===== config.mk =====
export PLATFORM = sky130hd
export DESIGN_NAME = spi_regfile_slave
export DESIGN_NICKNAME = d
export VERILOG_FILES = /design/src/rtl/spi_rf_pkg.sv /design/src/rtl/spi_rf_sync.sv /design/src/rtl/spi_rf_shifter.sv /design/src/rtl/spi_rf_decode.sv /design/src/rtl/spi_regfile_slave.sv
export SDC_FILE = /design/constraint.sdc
export NUM_CORES = 1
export LEC_CHECK = 0
export ABC_CLOCK_PERIOD_IN_PS = 1900
export BUFFER_PORTS_ARGS = -buffer_cell sky130_fd_sc_hd__buf_2
export CAP_MARGIN = 20
export CORE_ASPECT_RATIO = 2
export CORE_MARGIN = 8
export CORE_UTILIZATION = 40
export CTS_BUF_LIST = sky130_fd_sc_hd__clkbuf_16
export CTS_CLUSTER_SIZE = 16
export DETAILED_ROUTE_END_ITERATION = 10
export HOLD_SLACK_MARGIN = 0.05
export PLACE_DENSITY_LB_ADDON = 0.3
export SETUP_SLACK_MARGIN = 0.1
export SLEW_MARGIN = 20
export SYNTH_ARGS = -nofsm -noshare
export SYNTH_HDL_FRONTEND = slang
export SYNTH_SLANG_ARGS = --single-unit

===== constraint.sdc =====
create_clock -name clk -period 1.9 [get_ports clk]
set_input_delay 0.285 -clock clk [delete_from_list [all_inputs] [get_ports clk]]
set_output_delay 0.285 -clock clk [all_outputs]
set_load 0.01 [all_outputs]

===== src/rtl/spi_rf_pkg.sv =====
package spi_rf_pkg;

  localparam int ADDR_W = 5;

  typedef logic [ADDR_W-1:0] rf_addr_t;

  localparam rf_addr_t FIFO_ADDR = '0;
  localparam rf_addr_t REV_ADDR  = '1;

  // Registers whose sticky bits clear on a completed read.
  function automatic logic is_status(rf_addr_t a);
    return (a == 5'h02) || (a == 5'h04) || (a == 5'h06) || (a == 5'h08);
  endfunction

  // Registers the host may not write.
  function automatic logic is_read_only(rf_addr_t a);
    return is_status(a) || (a == 5'h11) || (a == 5'h12) || (a == REV_ADDR);
  endfunction

endpackage


===== src/rtl/spi_rf_sync.sv =====
module spi_rf_sync #(
  parameter int               WIDTH   = 3,
  parameter int               STAGES  = 2,
  parameter logic [WIDTH-1:0] RST_VAL = '0
) (
  input  logic             clk,
  input  logic             rst,
  input  logic [WIDTH-1:0] async_in,
  output logic [WIDTH-1:0] level
);

  generate
    for (genvar g = 0; g < WIDTH; g++) begin : g_bit
      logic [STAGES-1:0] chain;
      always_ff @(posedge clk) begin
        if (rst) chain <= {STAGES{RST_VAL[g]}};
        else     chain <= {chain[STAGES-2:0], async_in[g]};
      end
      assign level[g] = chain[STAGES-1];
    end
  endgenerate

endmodule


===== src/rtl/spi_rf_shifter.sv =====
module spi_rf_shifter
  import spi_rf_pkg::*;
#(
  parameter int WORD_W = 8
) (
  input  logic              clk,
  input  logic              rst,
  input  logic              sclk_s,
  input  logic              csn_s,
  input  logic              mosi_s,
  input  logic [WORD_W-1:0] rd_byte,
  output logic              hdr_done,
  output logic              hdr_wr,
  output rf_addr_t          hdr_addr,
  output logic              data_done,
  output logic [WORD_W-1:0] data_byte,
  output logic              complete,
  output logic              cs_rise,
  output logic              miso
);

  localparam int FRAME = 2 * WORD_W;
  localparam int CNT_W = $clog2(FRAME + 1);
  localparam int IDX_W = $clog2(WORD_W);

  logic              sclk_q, csn_q, ld_q;
  logic [CNT_W-1:0]  cnt;
  logic [WORD_W-1:0] sh_in, rd_sh, nxt_bits;
  logic [CNT_W-1:0]  rem;
  logic              sclk_rise, sclk_fall, in_data, data_bit;

  assign sclk_rise = sclk_s & ~sclk_q & ~csn_s;
  assign sclk_fall = ~sclk_s & sclk_q & ~csn_s;
  assign cs_rise   = csn_s & ~csn_q;
  assign complete  = (cnt == CNT_W'(FRAME));
  assign nxt_bits  = {sh_in[WORD_W-2:0], mosi_s};
  assign in_data   = (cnt >= CNT_W'(WORD_W)) && (cnt < CNT_W'(FRAME));
  assign rem       = CNT_W'(FRAME - 1) - cnt;
  assign data_bit  = rd_sh[rem[IDX_W-1:0]];

  always_ff @(posedge clk) begin
    if (rst) begin
      sclk_q    <= 1'b0;
      csn_q     <= 1'b1;
      cnt       <= '0;
      sh_in     <= '0;
      rd_sh     <= '0;
      ld_q      <= 1'b0;
      hdr_done  <= 1'b0;
      hdr_wr    <= 1'b0;
      hdr_addr  <= '0;
      data_done <= 1'b0;
      data_byte <= '0;
      miso      <= 1'b0;
    end else begin
      sclk_q    <= sclk_s;
      csn_q     <= csn_s;
      hdr_done  <= 1'b0;
      data_done <= 1'b0;
      ld_q      <= hdr_done;
      if (ld_q) rd_sh <= rd_byte;
      if (csn_s) begin
        cnt  <= '0;
        miso <= 1'b0;
      end else begin
        if (sclk_rise && !complete) begin
          cnt   <= cnt + 1'b1;
          sh_in <= nxt_bits;
          if (cnt == CNT_W'(WORD_W - 1)) begin
            hdr_done <= 1'b1;
            hdr_wr   <= nxt_bits[WORD_W-1];
            hdr_addr <= nxt_bits[ADDR_W-1:0];
          end
          if (cnt == CNT_W'(FRAME - 1)) begin
            data_done <= 1'b1;
            data_byte <= nxt_bits;
          end
        end
        if (sclk_fall) miso <= in_data ? data_bit : 1'b0;
      end
    end
  end

  AST_DATA_AFTER_HDR: assert property (@(posedge clk) disable iff (rst)
    data_done |-> !hdr_done && complete)
    else $error("data byte finished without a full frame");

endmodule


===== src/rtl/spi_rf_decode.sv =====
module spi_rf_decode
  import spi_rf_pkg::*;
#(
  parameter int              WORD_W = 8,
  parameter logic [WORD_W-1:0] REV_ID = 8'hA1
) (
  input  logic              clk,
  input  logic              rst,
  input  logic              hdr_wr,
  input  rf_addr_t          hdr_addr,
  input  logic              data_done,
  input  logic [WORD_W-1:0] data_byte,
  input  logic              cs_rise,
  input  logic              complete,
  input  logic [WORD_W-1:0] rx_data,
  input  logic [WORD_W-1:0] reg_rd_data,
  output logic [WORD_W-1:0] rd_byte,
  output logic              tx_push,
  output logic              rx_pop,
  output logic              reg_wr,
  output logic              stat_clr,
  output logic [WORD_W-1:0] wr_data
);

  always_comb begin
    if (hdr_addr == FIFO_ADDR)     rd_byte = rx_data;
    else if (hdr_addr == REV_ADDR) rd_byte = REV_ID;
    else                           rd_byte = reg_rd_data;
  end

  always_ff @(posedge clk) begin
    if (rst) begin
      tx_push  <= 1'b0;
      rx_pop   <= 1'b0;
      reg_wr   <= 1'b0;
      stat_clr <= 1'b0;
      wr_data  <= '0;
    end else begin
      tx_push  <= 1'b0;
      rx_pop   <= 1'b0;
      reg_wr   <= 1'b0;
      stat_clr <= 1'b0;
      if (data_done && hdr_wr) begin
        wr_data <= data_byte;
        if (hdr_addr == FIFO_ADDR)         tx_push <= 1'b1;
        else if (!is_read_only(hdr_addr))  reg_wr  <= 1'b1;
      end
      if (cs_rise && complete && !hdr_wr) begin
        if (hdr_addr == FIFO_ADDR)         rx_pop   <= 1'b1;
        else if (is_status(hdr_addr))      stat_clr <= 1'b1;
      end
    end
  end

  AST_WR_AFTER_FRAME: assert property (@(posedge clk) disable iff (rst)
    (reg_wr || tx_push) |-> $past(data_done))
    else $error("write strobe without finished data byte");

  AST_READ_EFFECT_AT_CS: assert property (@(posedge clk) disable iff (rst)
    (rx_pop || stat_clr) |-> $past(cs_rise))
    else $error("read side effect not tied to deselect");

  AST_ONE_STROBE: assert property (@(posedge clk) disable iff (rst)
    $onehot0({tx_push, rx_pop, reg_wr, stat_clr}))
    else $error("several strobes at once");

  AST_POP_PULSE: assert property (@(posedge clk) disable iff (rst)
    rx_pop |=> !rx_pop)
    else $error("pop longer than one cycle");

  AST_PUSH_PULSE: assert property (@(posedge clk) disable iff (rst)
    tx_push |=> !tx_push)
    else $error("push longer than one cycle");

endmodule


===== src/rtl/spi_regfile_slave.sv =====
module spi_regfile_slave
  import spi_rf_pkg::*;
#(
  parameter int                WORD_W      = 8,
  parameter int                SYNC_STAGES = 2,
  parameter logic [WORD_W-1:0] REV_ID      = 8'hA1
) (
  input  logic              clk,
  input  logic              rst,
  input  logic              spi_sclk,
  input  logic              spi_cs_n,
  input  logic              spi_mosi,
  output logic              spi_miso,
  output logic [ADDR_W-1:0] reg_addr,
  input  logic [WORD_W-1:0] reg_rd_data,
  output logic              reg_wr,
  output logic              stat_clr,
  output logic [WORD_W-1:0] wr_data,
  output logic              tx_push,
  input  logic [WORD_W-1:0] rx_data,
  output logic              rx_pop
);

  logic [2:0]        pins_s;
  logic              hdr_done, hdr_wr, data_done, complete, cs_rise;
  rf_addr_t          hdr_addr;
  logic [WORD_W-1:0] data_byte, rd_byte;

  // Order {mosi, cs_n, sclk}; cs_n resets high.
  spi_rf_sync #(.WIDTH(3), .STAGES(SYNC_STAGES), .RST_VAL(3'b010)) u_sync (
    .clk      (clk),
    .rst      (rst),
    .async_in ({spi_mosi, spi_cs_n, spi_sclk}),
    .level    (pins_s)
  );

  spi_rf_shifter #(.WORD_W(WORD_W)) u_shift (
    .clk       (clk),
    .rst       (rst),
    .sclk_s    (pins_s[0]),
    .csn_s     (pins_s[1]),
    .mosi_s    (pins_s[2]),
    .rd_byte   (rd_byte),
    .hdr_done  (hdr_done),
    .hdr_wr    (hdr_wr),
    .hdr_addr  (hdr_addr),
    .data_done (data_done),
    .data_byte (data_byte),
    .complete  (complete),
    .cs_rise   (cs_rise),
    .miso      (spi_miso)
  );

  spi_rf_decode #(.WORD_W(WORD_W), .REV_ID(REV_ID)) u_dec (
    .clk         (clk),
    .rst         (rst),
    .hdr_wr      (hdr_wr),
    .hdr_addr    (hdr_addr),
    .data_done   (data_done),
    .data_byte   (data_byte),
    .cs_rise     (cs_rise),
    .complete    (complete),
    .rx_data     (rx_data),
    .reg_rd_data (reg_rd_data),
    .rd_byte     (rd_byte),
    .tx_push     (tx_push),
    .rx_pop      (rx_pop),
    .reg_wr      (reg_wr),
    .stat_clr    (stat_clr),
    .wr_data     (wr_data)
  );

  assign reg_addr = hdr_addr;

  AST_NO_RO_WRITE: assert property (@(posedge clk) disable iff (rst)
    reg_wr |-> !is_read_only(reg_addr) && (reg_addr != FIFO_ADDR))
    else $error("write strobe on a protected address");

  AST_CLR_ONLY_STATUS: assert property (@(posedge clk) disable iff (rst)
    stat_clr |-> is_status(reg_addr))
    else $error("clear strobe on a non-status address");

  AST_MISO_IDLE: assert property (@(posedge clk) disable iff (rst)
    ($past(pins_s[1]) && pins_s[1]) |=> !spi_miso)
    else $error("MISO active while deselected");

endmodule


==> results.md <==
- Mean Syn Cell Area: 9.16 um^2
- Most frequent cell after synthesis: dfxtp_1
- Async set or reset register ratio after synthesis: 0%
- CP max-delay cell: nor3b_2
- Setup violation total in the final timing report: 0
- Vias per cell: roughly 5.2
- Placed Area: 2540 um^2
- I/O Pins: 39
- Setup_tns: 0 ns
- Hold-fix buffers at CTS: 0
- Drt initial violations: ~120
- GP Congestion: approximately 0.88
- HP Class: input pin to flip-flop
- Residual DRC: 0
- Required time worst endpoint: 2.11 ns
- Fin area: 2830 um^2
- Pwr per Cell Area: 974 nW/um^2
- Die Footprint: 8550 um^2
- Fin. Hold Viols: 0
- Adder-cell share of the synthesized area: 1.64%
- Crit path from: u_sync.g_bit[1].chain[1]
- TritonCTS clock tree: built
- TritonCTS sink count: just under 60
- P_int: 2.24 mW
- Clock power share: between 50% and 60%
- Final Skew: 0.00569 ns
- Crit path max fanout: 11
- Area leader, netlist: dfxtp_1
- Simple-Gate Fraction of Synth Area: 26.1%
- Reg2reg setup slack: roughly 0.23 ns
- Row cnt: 39
- CP startpoint kind: flip-flop
- Kind of critical path: flip-flop to flip-flop
- Pins over their slew limit: 0
- Max Cap Viol: 0
- Clock Latency Late Sink: 0.32 ns
- Post-synth top area share: around half
- Port bufs: 38
- VDD IR-drop max: 0.822 mV
- Kind of end point of the critical path: flip-flop
- Clk slew on worst S/H paths: 0.05 ns
- Htree depth: 3
- Total number of vias: 1,862
- Core footprint: approximately 5600 um^2
- Cell variety after synth: 37
- Synth warn: 0
- Worst slew margin: 62.4%
- Total grt overflow: 0
- Die height: 123 um
- Fin nets: 316
- WL/cell: roughly 14 um
- Switching share of power: a little under a fifth
- Num CTS Buffers: 9
- Post-Syn Area: 2290 um^2
- Layout cells sized above 1: 22.0%
- CP top delay family: simple AND/OR/NAND/NOR gates
- Sequential area share after synthesis: 50.7%
- Setup ws final: around 0.23 ns
- Area fraction in compound gates after synthesis: 8.47%
- Synth area leaders: dfxtp_1 (51%), mux2i_1 (6.6%), nand3_1 (5.5%)
- Largest stage delay, worst path: 0.51 ns
- Antenna Cells: 0
- CTS max path bufs: 2
- Synth Flop Type: dfxtp_1
- Largest family of logic cells by synthesized area: simple AND/OR/NAND/NOR gates
- Number of global-route vias before repair: 1,872
- Critical path, cell by cell: nor3b_2, nand2_1, xnor2_1, nor2_1
- Max Fclk: around 0.6 GHz
- Hpwl dp: about 3700 um
- Final worst path period need: about 1.7 ns
- Antenna violations before repair: 0
- Net Switching: 519 uW
- Xor and xnor area share after synthesis: 1.15%
- WP buf/inv: 0
- First-pass GRT wire length: 8290 um
- Root buffer cell: clkbuf_16
- Register bit total from synthesis: 58
- Worst R2R Path Depth: 4
- Tcrit/Tclk final: a little under 90%
- Flop pwr share: between 40% and 50%
- Die W: 69.5 um
- DRT Wirelength: 4970 um
- Most frequent cells after synthesis: dfxtp_1 (58), nor2_1 (32), nand2_1 (25), nand3_1 (25), a21oi_1 (17)
- Largest net degree at the start of global routing: 22
- RSZ-0062 raised after global routing: yes
- Place WS: 0.168 ns
- DRT Pass-1 Iters: 4
- R2R Path End: u_shift.cnt[0]
- Multiplexer share of the synthesized area: roughly 8.5%
- Crit path DAT: roughly 1.9 ns
- Syn_nets: 274
- Fin util: 50.4%
- Static leakage: between 1 and 1.5 nW
- Critical Path End: u_shift.cnt[0]
- Number of flops mapped to enable cells by yosys: 0
- Measured slew at the worst slew-check pin: between 0.5 and 0.6 ns
- Crit path depth: 4
- Final ANT Viol Nets: 0
- Reg2reg start: u_sync.g_bit[1].chain[1]
- Run status: finished, final reports clean
- Syn Inst Count: 250
- Initial core utilization: 40.8%
- Gr usage total: about an eighth
- Combinational share of power: about 2.0%
- Layout Area Growth over Synthesis: 23.5%
## power groups by stage
stage	Combinational (mW)	Sequential [mW]	Clock [mW]
6_report	0.0554	1.23	1.47
5_1_grt	0.0620	1.23	1.55
4_1_cts	0.0565	1.23	1.50
3_5_place_dp	0.0561	1.25	0
3_3_place_gp	0.0551	1.25	0
2_1_floorplan	0.0274	1.25	0
## how the worst min path moves through the flow
stage,startpoint,to,depth (start not counted)
detailed placement,u_sync.g_bit[1].chain[0],u_sync.g_bit[1].chain[1],1
finish,spi_cs_n,u_sync.g_bit[1].chain[0],2
global route,spi_cs_n,u_sync.g_bit[1].chain[0],2
floorplan,spi_cs_n,u_sync.g_bit[1].chain[0],1
CTS,spi_cs_n,u_sync.g_bit[1].chain[0],2
global placement,u_sync.g_bit[1].chain[0],u_sync.g_bit[1].chain[1],1
## cells by family after synthesis
group | count (synthesis)
AOI/OAI and AO/OA | 31
xor gates and xnor gates | 3
adders and majority gates | 3
buffers and inverters | 19
DFF | 58
muxes | 18
and+or+nand+nor | 118
## per-stage QoR
step	hold WS, ns	power, mW	std cells
detailed placement	0.399	1.31	342
floorplan	0.389	1.28	250
CTS	0.148	2.78	357
global placement	0.410	1.31	342
global route	0.153	2.84	357
finish	0.155	2.75	357
## worst register-to-register path, delay by kind of cell (launching register included)
family / cells / cell delay [ns]
AND/OR/NAND/NOR: 3 / 0.97
flip-flops: 1 / 0.34
XOR/XNOR: 1 / 0.25
## state kept, by name (all words and copies together), names as in the netlist
| signal | count |
|---|---|
| u_shift.ld_q | 1 |
| u_shift.csn_q | 1 |
| u_shift.hdr_done | 1 |
| u_shift.hdr_wr | 1 |
| u_shift.data_byte | 8 |
| u_shift.cnt | 5 |
| u_shift.rd_sh | 8 |
| u_dec.wr_data | 8 |
| u_shift.sclk_q | 1 |
| u_dec.stat_clr | 1 |
| u_shift.data_done | 1 |
| u_shift.hdr_addr | 5 |
| u_dec.tx_push | 1 |
| u_dec.rx_pop | 1 |
| u_shift.sh_in | 7 |
| u_sync.g_bit.chain | 6 |
| u_dec.reg_wr | 1 |
| u_shift.miso | 1 |
## repair_timing
item	4_1_cts	5_1_grt
resized for setup	0	1
endpoints found under the hold margin	0	0
buffers inserted	0	0
setup endpoints to repair	0	8
## area by class of cell
| class | count | area [um^2] |
|---|---|---|
| timing repair buffer | 44 | 235 |
| clock inverter | 6 | 51.3 |
| multi-input combinational | 173 | 1060 |
| clock buffer | 9 | 225 |
| sequential | 58 | 1160 |
| tap | 61 | 76.3 |
| inverter | 6 | 22.5 |
| fill | 533 | 2780 |
## per-layer routing
layer / up-vias / wire, um / global-route usage (%)
met5: - / 0 / 0
met4: 0 / 167 / 8.52
met3: 18 / 364 / 4.98
met2: 57 / 2280 / 19.0
met1: 830 / 2150 / 12.3
li1: 957 / - / -
## cell usage in the layout (no fill, tap or decap), drive strengths merged, types with 2 or more instances in the layout
master / n
nand2: 25
ha: 3
dfxtp: 58
mux2: 2
a21oi: 17
or2: 2
o21ai: 3
xnor2: 2
nand2b: 6
and2: 2
nor2b: 7
clkinv: 3
mux2i: 15
nand4: 3
nor3: 7
inv: 8
buf: 44
nor4: 2
a311oi: 5
nand3: 26
nor2: 32
o32ai: 3
clkbuf: 9
Power figures use the tool's default switching activity.
